--- config.mk ---
export PLATFORM = sky130hd
export DESIGN_NAME = spec_store_buf
export DESIGN_NICKNAME = d
export VERILOG_FILES = /design/src/rtl/sb_pkg.sv /design/src/rtl/sb_entry.sv /design/src/rtl/sb_order.sv /design/src/rtl/sb_fwd.sv /design/src/rtl/spec_store_buf.sv
export SDC_FILE = /design/constraint.sdc
export NUM_CORES = 2
export LEC_CHECK = 0
export ABC_AREA = 1
export BUFFER_PORTS_ARGS = -buffer_cell sky130_fd_sc_hd__buf_2
export CAP_MARGIN = 20
export CORE_MARGIN = 2
export CORE_UTILIZATION = 40
export CTS_CLUSTER_SIZE = 30
export DETAILED_ROUTE_END_ITERATION = 8
export HOLD_SLACK_MARGIN = 0.05
export SKIP_CTS_REPAIR_TIMING = 1
export SLEW_MARGIN = 20
export SYNTH_ARGS = -nofsm -noshare
export SYNTH_HDL_FRONTEND = slang
export SYNTH_HIERARCHICAL = 1
export SYNTH_SLANG_ARGS = --single-unit
--- constraint.sdc ---
create_clock -name clk -period 20.7 [get_ports clk]
set_input_delay 4.14 -clock clk [delete_from_list [all_inputs] [get_ports clk]]
set_output_delay 4.14 -clock clk [all_outputs]
set_load 0.01 [all_outputs]
--- src/rtl/sb_pkg.sv ---
package sb_pkg;
    typedef enum logic [1:0] {
        ENT_FREE = 2'd0,
        ENT_SPEC = 2'd1,
        ENT_DONE = 2'd2
    } ent_state_t;
endpackage

--- src/rtl/sb_entry.sv ---
module sb_entry
    import sb_pkg::*;
#(
    parameter int AW   = 32,
    parameter int DW   = 32,
    parameter int SEQW = 8
) (
    input  logic            clk,
    input  logic            rst_n,
    input  logic            alloc,
    input  logic            commit,
    input  logic            abort,
    input  logic            drain_ack,
    input  logic [AW-1:0]   wr_addr,
    input  logic [DW-1:0]   wr_data,
    input  logic [SEQW-1:0] wr_seq,
    output logic            valid,
    output logic            spec,
    output logic [AW-1:0]   addr,
    output logic [DW-1:0]   data,
    output logic [SEQW-1:0] seq
);
    ent_state_t state_q, state_d;

    always_ff @(posedge clk) begin
        if (!rst_n) state_q <= ENT_FREE;
        else        state_q <= state_d;
    end

    always_comb begin
        state_d = state_q;
        unique case (state_q)
            ENT_FREE: if (alloc) state_d = ENT_SPEC;
            ENT_SPEC: begin
                if (abort)       state_d = ENT_FREE;
                else if (commit) state_d = ENT_DONE;
            end
            ENT_DONE: if (drain_ack) state_d = ENT_FREE;
            default:  state_d = ENT_FREE;
        endcase
    end

    always_ff @(posedge clk) begin
        if (!rst_n) begin
            addr <= '0;
            data <= '0;
            seq  <= '0;
        end else if (alloc && state_q == ENT_FREE) begin
            addr <= wr_addr;
            data <= wr_data;
            seq  <= wr_seq;
        end
    end

    always_comb begin
        valid = (state_q != ENT_FREE);
        spec  = (state_q == ENT_SPEC);
    end
endmodule

--- src/rtl/sb_order.sv ---
module sb_order #(
    parameter int N    = 8,
    parameter int SEQW = 8,
    localparam int IW  = $clog2(N)
) (
    input  logic [N-1:0]    valid_vec,
    input  logic [SEQW-1:0] seq_a [N],
    output logic            free_any,
    output logic [IW-1:0]   free_idx,
    output logic            old_any,
    output logic [IW-1:0]   old_idx
);
    function automatic logic is_older(input logic [SEQW-1:0] a, input logic [SEQW-1:0] b);
        logic [SEQW-1:0] d;
        d = a - b;
        return d[SEQW-1];
    endfunction

    always_comb begin
        free_any = 1'b0;
        free_idx = '0;
        for (int i = N - 1; i >= 0; i--) begin
            if (!valid_vec[i]) begin
                free_any = 1'b1;
                free_idx = IW'(i);
            end
        end
    end

    always_comb begin
        logic [SEQW-1:0] best_seq;
        old_any  = 1'b0;
        old_idx  = '0;
        best_seq = '0;
        for (int i = 0; i < N; i++) begin
            if (valid_vec[i] && (!old_any || is_older(seq_a[i], best_seq))) begin
                old_any  = 1'b1;
                old_idx  = IW'(i);
                best_seq = seq_a[i];
            end
        end
    end
endmodule

--- src/rtl/sb_fwd.sv ---
module sb_fwd #(
    parameter int N    = 8,
    parameter int AW   = 32,
    parameter int DW   = 32,
    parameter int SEQW = 8
) (
    input  logic [N-1:0]    valid_vec,
    input  logic [AW-1:0]   addr_a [N],
    input  logic [DW-1:0]   data_a [N],
    input  logic [SEQW-1:0] seq_a  [N],
    input  logic            ld_valid,
    input  logic [AW-1:0]   ld_addr,
    input  logic [SEQW-1:0] ld_seq,
    output logic            hit,
    output logic [DW-1:0]   hit_data
);
    function automatic logic is_older(input logic [SEQW-1:0] a, input logic [SEQW-1:0] b);
        logic [SEQW-1:0] d;
        d = a - b;
        return d[SEQW-1];
    endfunction

    always_comb begin
        logic [SEQW-1:0] best_seq;
        hit      = 1'b0;
        hit_data = '0;
        best_seq = '0;
        for (int i = 0; i < N; i++) begin
            if (ld_valid && valid_vec[i] && addr_a[i] == ld_addr
                && is_older(seq_a[i], ld_seq)
                && (!hit || is_older(best_seq, seq_a[i]))) begin
                hit      = 1'b1;
                hit_data = data_a[i];
                best_seq = seq_a[i];
            end
        end
    end
endmodule

--- src/rtl/spec_store_buf.sv ---
module spec_store_buf #(
    parameter int N    = 8,
    parameter int AW   = 32,
    parameter int DW   = 32,
    parameter int SEQW = 8,
    localparam int IW  = $clog2(N)
) (
    input  logic            clk,
    input  logic            rst_n,
    input  logic            st_valid,
    input  logic [AW-1:0]   st_addr,
    input  logic [DW-1:0]   st_data,
    input  logic [SEQW-1:0] st_seq,
    output logic            st_ready,
    output logic [IW-1:0]   st_idx,
    input  logic            cm_valid,
    input  logic [IW-1:0]   cm_idx,
    input  logic            ab_valid,
    input  logic [IW-1:0]   ab_idx,
    input  logic            ld_valid,
    input  logic [AW-1:0]   ld_addr,
    input  logic [SEQW-1:0] ld_seq,
    output logic            ld_hit,
    output logic [DW-1:0]   ld_data,
    output logic            dr_valid,
    input  logic            dr_ready,
    output logic [AW-1:0]   dr_addr,
    output logic [DW-1:0]   dr_data
);
    logic [N-1:0]    valid_vec, spec_vec;
    logic [AW-1:0]   addr_a [N];
    logic [DW-1:0]   data_a [N];
    logic [SEQW-1:0] seq_a  [N];
    logic            free_any, old_any;
    logic [IW-1:0]   free_idx, old_idx;
    logic            st_fire, dr_fire;

    assign st_fire = st_valid && free_any;
    assign dr_fire = dr_valid && dr_ready;

    for (genvar g = 0; g < N; g++) begin : g_ent
        sb_entry #(.AW(AW), .DW(DW), .SEQW(SEQW)) u_ent (
            .clk       (clk),
            .rst_n     (rst_n),
            .alloc     (st_fire && free_idx == IW'(g)),
            .commit    (cm_valid && cm_idx == IW'(g)),
            .abort     (ab_valid && ab_idx == IW'(g)),
            .drain_ack (dr_fire && old_idx == IW'(g)),
            .wr_addr   (st_addr),
            .wr_data   (st_data),
            .wr_seq    (st_seq),
            .valid     (valid_vec[g]),
            .spec      (spec_vec[g]),
            .addr      (addr_a[g]),
            .data      (data_a[g]),
            .seq       (seq_a[g])
        );
    end

    sb_order #(.N(N), .SEQW(SEQW)) u_order (
        .valid_vec (valid_vec),
        .seq_a     (seq_a),
        .free_any  (free_any),
        .free_idx  (free_idx),
        .old_any   (old_any),
        .old_idx   (old_idx)
    );

    sb_fwd #(.N(N), .AW(AW), .DW(DW), .SEQW(SEQW)) u_fwd (
        .valid_vec (valid_vec),
        .addr_a    (addr_a),
        .data_a    (data_a),
        .seq_a     (seq_a),
        .ld_valid  (ld_valid),
        .ld_addr   (ld_addr),
        .ld_seq    (ld_seq),
        .hit       (ld_hit),
        .hit_data  (ld_data)
    );

    always_comb begin
        st_ready = free_any;
        st_idx   = free_idx;
        dr_valid = old_any && !spec_vec[old_idx];
        dr_addr  = addr_a[old_idx];
        dr_data  = data_a[old_idx];
    end
endmodule

* After elaboration in Yosys (flattened, before gate mapping)
Index checks and enable logic that the tools add are counted.
** Operators by class
- $lt $le $gt $ge :: 2
- Add/sub/neg operators :: 22
- Muxes and demuxes :: 109
- Bitwise operators :: 1
- Equality and inequality tests :: 76
- Reduce and logical (&&, ||, !) cells :: 138
** Operator list (count)
- 32-bit 2-to-1 mux :: 12
- 32-bit == test :: 8
- 32-bit binary-select mux with 3-bit select :: 2
- 8-bit subtractor :: 22
- 8-bit 2-to-1 mux :: 14
- 1-bit logical AND :: 81
- 2-bit 2-to-1 mux :: 34
- 3-bit == test (second input constant) :: 16
- 2-bit case mux with 3 select lines :: 8
- 3-bit 2-to-1 mux :: 12
- 2-bit by 1-bit inequality test with 1-bit output (second input constant) :: 16
- 1-bit 2-to-1 mux :: 26
- 3-bit by 2-bit == test with 1-bit output (second input constant) :: 8
- 3-bit by 1-bit inequality test with 1-bit output (second input constant) :: 8
- 3-bit AND reduction :: 8
- 2-bit by 1-bit == test with 1-bit output (second input constant) :: 8
- 2-bit == test (second input constant) :: 8
- 2-bit logical NOT :: 8
- 2-bit nonzero test :: 8
- 1-bit logical NOT :: 15
- 1-bit logical OR :: 14
- 3-bit by 1-bit == test with 1-bit output (second input constant) :: 4
- 3-bit logical NOT :: 4
- 4-bit >= comparator (second input constant) :: 1
- other kinds (3) :: 3
** Word-level totals
- Word-level logic and storage cells :: 380
- Register bits :: 592
- Input port bits :: 125

* Longest topological paths before layout
- Depth in word-level cells :: 38
- Mapped depth :: 112
- Gate-level depth less buffers :: 100

* Cells and area by module
The synthesis kept the hierarchy.
** By module, submodules not included
- sb_entry :: area an instance 3054.2 sq um, cells an instance 408, instances 8
- sb_fwd :: area an instance 11434.7 sq um, cells an instance 2190, instances 1
- spec_store_buf :: area an instance 4122.7 sq um, cells an instance 977, instances 1
- sb_order :: area an instance 2352.3 sq um, cells an instance 464, instances 1

* Worst setup path before layout
OpenSTA, ideal clock, no wires.
- Path kind :: input -> output
- From :: input ld_seq[6]
- To :: output ld_data[10]
- Path buffers :: 14
- Setup slack :: -0.101 ns
- Data arrival time :: 16.661 ns
- Stages on the path :: 93
- Data required time :: 16.560 ns
- Cell sequence :: inv_1 > ha_1 > a21o_1 > nor2_1 > nand2_1 > nand2_1 > nand2_1 > nand3_1 > clkbuf_1 > nor2_1 > ha_1 > a21oi_1 > nor2_1 > a211oi_1 > nand3_1 > nand3_2 > nand2_4 > buf_2 > [57 not listed] > nand3_2 > nand2_4 > buf_2 > clkbuf_1 > nand2_1 > o21ai_0 > inv_1 > ha_1 > a21oi_1 > nor2_1 > a211oi_1 > nand2_1 > nand2_2 > nand3_4 > nand2_4 > buf_12 > nand2_4 > nand2_2
** On the way
- Word-level cells in the longest chain between the ends :: 31
- Elaborated cells between the ends (all ways) :: 66
** Ends and longest elaborated chain
- start: declaration :: RTL line spec_store_buf.sv:22 : input logic [SEQW-1:0] ld_seq,
- 8-bit subtractor :: RTL line sb_fwd.sv:19 : d = a - b;
- 1-bit logical AND :: RTL line sb_fwd.sv:30 : && is_older(seq_a[i], ld_seq)
- 8-bit 2-to-1 mux or 1-bit 2-to-1 mux (tied branches) :: RTL line sb_fwd.sv:29 : if (ld_valid && valid_vec[i] && addr_a[i] == ld_addr
- 8-bit subtractor or 1-bit logical NOT (tied branches) :: RTL line sb_fwd.sv:19, sb_fwd.sv:31
- 1-bit logical OR :: RTL line sb_fwd.sv:31 : && (!hit || is_older(best_seq, seq_a[i]))) begin
- 1-bit logical AND :: RTL line sb_fwd.sv:31
- 8-bit 2-to-1 mux or 1-bit 2-to-1 mux (tied branches) :: RTL line sb_fwd.sv:29
- 8-bit subtractor or 1-bit logical NOT (tied branches) :: RTL line sb_fwd.sv:19, sb_fwd.sv:31
- [15 not listed]
- 8-bit subtractor or 1-bit logical NOT (tied branches) :: RTL line sb_fwd.sv:19, sb_fwd.sv:31
- 1-bit logical OR :: RTL line sb_fwd.sv:31
- 1-bit logical AND :: RTL line sb_fwd.sv:31
- 8-bit 2-to-1 mux or 1-bit 2-to-1 mux (tied branches) :: RTL line sb_fwd.sv:29
- 8-bit subtractor or 1-bit logical NOT (tied branches) :: RTL line sb_fwd.sv:19, sb_fwd.sv:31
- 1-bit logical OR :: RTL line sb_fwd.sv:31
- 1-bit logical AND :: RTL line sb_fwd.sv:31
- 32-bit 2-to-1 mux * :: RTL line sb_fwd.sv:29
- end: declaration :: RTL line spec_store_buf.sv:24 : output logic [DW-1:0] ld_data,
Every way passes the cells marked *; elsewhere a longest branch is shown, timed or not.

* Worst setup path in the final report
- From :: input ld_addr[6]
- To :: output ld_data[31]
** On the way
- Word-level cells in the longest chain between the ends :: 32
- Elaborated cells between the ends (all ways) :: 74
** Ends and longest elaborated chain
- start: declaration :: RTL line spec_store_buf.sv:21 : input logic [AW-1:0] ld_addr,
- 32-bit == test :: RTL line sb_fwd.sv:29
- 1-bit logical AND :: RTL line sb_fwd.sv:29
- 1-bit logical AND :: RTL line sb_fwd.sv:30
- 8-bit 2-to-1 mux or 1-bit 2-to-1 mux (tied branches) :: RTL line sb_fwd.sv:29
- 8-bit subtractor or 1-bit logical NOT (tied branches) :: RTL line sb_fwd.sv:19, sb_fwd.sv:31
- 1-bit logical OR :: RTL line sb_fwd.sv:31
- 1-bit logical AND :: RTL line sb_fwd.sv:31
- 8-bit 2-to-1 mux or 1-bit 2-to-1 mux (tied branches) :: RTL line sb_fwd.sv:29
- [16 not listed]
- 8-bit subtractor or 1-bit logical NOT (tied branches) :: RTL line sb_fwd.sv:19, sb_fwd.sv:31
- 1-bit logical OR :: RTL line sb_fwd.sv:31
- 1-bit logical AND :: RTL line sb_fwd.sv:31
- 8-bit 2-to-1 mux or 1-bit 2-to-1 mux (tied branches) :: RTL line sb_fwd.sv:29
- 8-bit subtractor or 1-bit logical NOT (tied branches) :: RTL line sb_fwd.sv:19, sb_fwd.sv:31
- 1-bit logical OR :: RTL line sb_fwd.sv:31
- 1-bit logical AND :: RTL line sb_fwd.sv:31
- 32-bit 2-to-1 mux * :: RTL line sb_fwd.sv:29
Marked as above.

==> summary.md <==
| Metric | Value |
|---|---|
| Status | `complete, no violations` |
| Die width | `329 um` |
| Setup_tns | `0 ps` |
| WP data required | `16,560 ps` |
| Worst r2r dst | `g_ent[7].u_ent/state_q[1]` |
| CTS root buffer | `clkbuf_16` |
| Worst Hold Launch | `g_ent[6].u_ent/data[11]` |
| DR pass1 iterations | `6` |
| Clock tree buffer depth | `3` |
| CTS tree | `yes` |
| Hold Path Sink | `g_ent[6].u_ent/data[11]` |
| Synth cell types | `56` |
| I/O pin cnt | `227` |
| Register area share after synthesis | `0.280` |
| Overall Global Routing Usage | `0.361` |
| DRT antenna net count | `0` |
| Final Max Slew Viols | `0` |
| R2r worst-path depth | `71` |
| Final setup violation count | `0` |
| Min-Delay Path Depth | `2` |
| Placed inst area | `44,500 sq um` |
| DIE AREA | `108,000 sq um` |
| Share of post-route cells with drive strength above 1 | `0.111` |
| Yosys warns | `6` |
| Rel. slew slack | `0.113` |
| Placer Congestion | `1.06` |
| VDD IR-drop max | `0.0497 mV` |
| Final nets | `7,187` |
| Synthesized instance count | `6,895` |
| Main synth FF type | `dfxtp_1` |
| Dpl cells | `8,240` |
| Critical Path Max Stage Delay | `300 ps` |
| Initial Util | `0.403` |
| Core Box Area | `105,000 sq um` |
| Critical path's slowest cell | `ha_1` |
| Worst Path Max Fanout | `7` |
| Largest net degree at the start of global routing | `203` |
| Crit share post-route | `0.957` |
| Critical path depth | `91` |
| Area Growth Syn to Fin | `11.9%` |
| Reg-to-reg startpoint | `g_ent[0].u_ent/state_q[0]` |
| # clock sinks | `592` |
| Setup CP Type | `in2out` |
| Post-route cell area | `47,400 sq um` |
| Drt drc | `0` |
| Initial DRC Count | `5,640` |
| Fillcell total | `11,319` |
| Vias | `47,412` |
| Wire length per cell | `24.3 um` |
| Mean Syn Cell Area | `6.14 sq um` |
| Most used cell, CP | `nand2_1` |
| Pleak | `22.0 nW` |
| Hold crit path type | `reg2reg` |
| CP bufs+invs | `17` |
| Tot Pwr | `0.00311 W` |
| Die Ht | `329 um` |
| Max cap viols | `0` |
| Final Hold Viols | `0` |
| Worst-Skew Late Latency | `670 ps` |
| Critical path endpoint category | `output pin` |
| # rows | `119` |
| Fmax | `50.5 MHz` |
| Asr flop ratio synth | `0` |
| Fin Clk Skew | `34.6 ps` |
| GRT overflow | `0` |
| Crit path time final | `19,820 ps` |
| Synthesized area | `42,300 sq um` |
| H-tree Lvls | `3` |
| Post-Syn Nets | `7,136` |
| Total wire length | `204,000 um` |
| Most common cell after layout, fill and taps aside | `nand2_1` |
| Initial antenna violation count | `13` |
| # port buffers | `226` |
| Most frequent cells in the layout | `nand2_1 (2,113), nor2_1 (1,355), dfxtp_1 (592), nand3b_1 (589), inv_1 (393)` |
| Yosys reg bits | `592` |
| Clk slew on worst S/H paths | `50 ps` |
| Inserted Clock Buffers | `73` |
| Worst setup SP type | `input port` |
| DR vias/cell | `5.65` |
| EDFF count, synth | `0` |
| HPWL Detailed | `138,000 um` |
| CP top delay family | `simple AND/OR/NAND/NOR gates` |
| Pwr per Cell Area | `65.7 nW/um^2` |
| First-pass GRT wire length | `291,000 um` |
| Worst path arrival time | `15,680 ps` |
| Worst R2R Setup Slack | `6360 ps` |
| Fin cells | `8,397` |
| Worst-margin pin slew | `1320 ps` |
| Number of global-route vias before repair | `42,502` |
-- Yosys cell counts, drive strengths merged, types with 35 or more instances --
master,number,area (sq um)
a21oi,73,373
buf,319,1710
clkbuf,109,419
dfxtp,592,11900
ha,116,1450
inv,431,1620
nand2,2208,8690
nand3,236,1270
nand3b,589,4420
nand4,194,1210
nor2,1378,5250
nor4,42,269
o21ai,295,1480
or2,53,332
xnor2,35,307
xor2,61,534
-- worst max-delay path by stage --
stage	from	to	slack (ps)
6_report	ld_addr[6]	ld_data[31]	880
5_1_grt	ld_addr[4]	ld_data[23]	-40
4_1_cts	ld_addr[12]	ld_data[31]	20
3_5_place_dp	ld_addr[12]	ld_data[31]	130
3_3_place_gp	ld_seq[6]	ld_data[31]	480
2_1_floorplan	ld_seq[6]	ld_data[10]	20
-- area by class of cell --
type	instances	area, sq um	share of cell area
clock inverters	28	348	0.00734
well taps	1391	1740	0.0367
repair buffers	400	2620	0.0553
inverters	436	1660	0.0351
diodes	8	20.0	0.000423
multi-input cells	5443	27000	0.571
clock buffers	99	2080	0.0438
flip-flops and latches	592	11900	0.250
-- worst min-delay path: stages (launching register included) --
cell     delay (ps)
dfxtp_1         310
nor2_1           90
nor2_1           50
-- stage by stage --
| stage | hold slack, ps | util | setup WS (ps) |
|---|---|---|---|
| final | 493 | 0.451 | 884 |
| after global routing | 512 | 0.451 | -42.3 |
| after CTS | 495 | 0.446 | 20.1 |
| after floorplan | 472 | - | 25.0 |
| after detailed placement | 487 | 0.423 | 128 |
| after global placement | 480 | 0.423 | 483 |
-- power breakdown --
part	switching (W)	internal, W
Clock	0.000578	0.000762
Sequential	0.0000499	0.00117
Combinational	0.000374	0.000172
-- logic make-up after synthesis --
group / count (synthesis) / share of synthesized area
DFF: 592 / 0.280
buffers and inverters: 864 / 0.0889
adders and majority gates: 116 / 0.0343
xor gates and xnor gates: 96 / 0.0199
AOI/OAI and AO/OA: 479 / 0.0637
and+or+nand+nor: 4748 / 0.513
-- flip-flops by register name, summed over array words and instances, names as in the netlist --
name	count
g_ent.u_ent/addr	256
g_ent.u_ent/data	256
g_ent.u_ent/seq	64
g_ent.u_ent/state_q	16
-- routing by layer --
layer | vias to the layer above | track usage | part of all wire
met3 | 459 | 0.0727 | 0.097
met1 | 22291 | 0.485 | 0.42
met4 | 2 | 0.166 | 0.046
met5 | - | 0 | 0.000059
met2 | 2455 | 0.556 | 0.43
li1 | 22205 | - | -
Note: power is estimated with default switching activity, not from simulation.
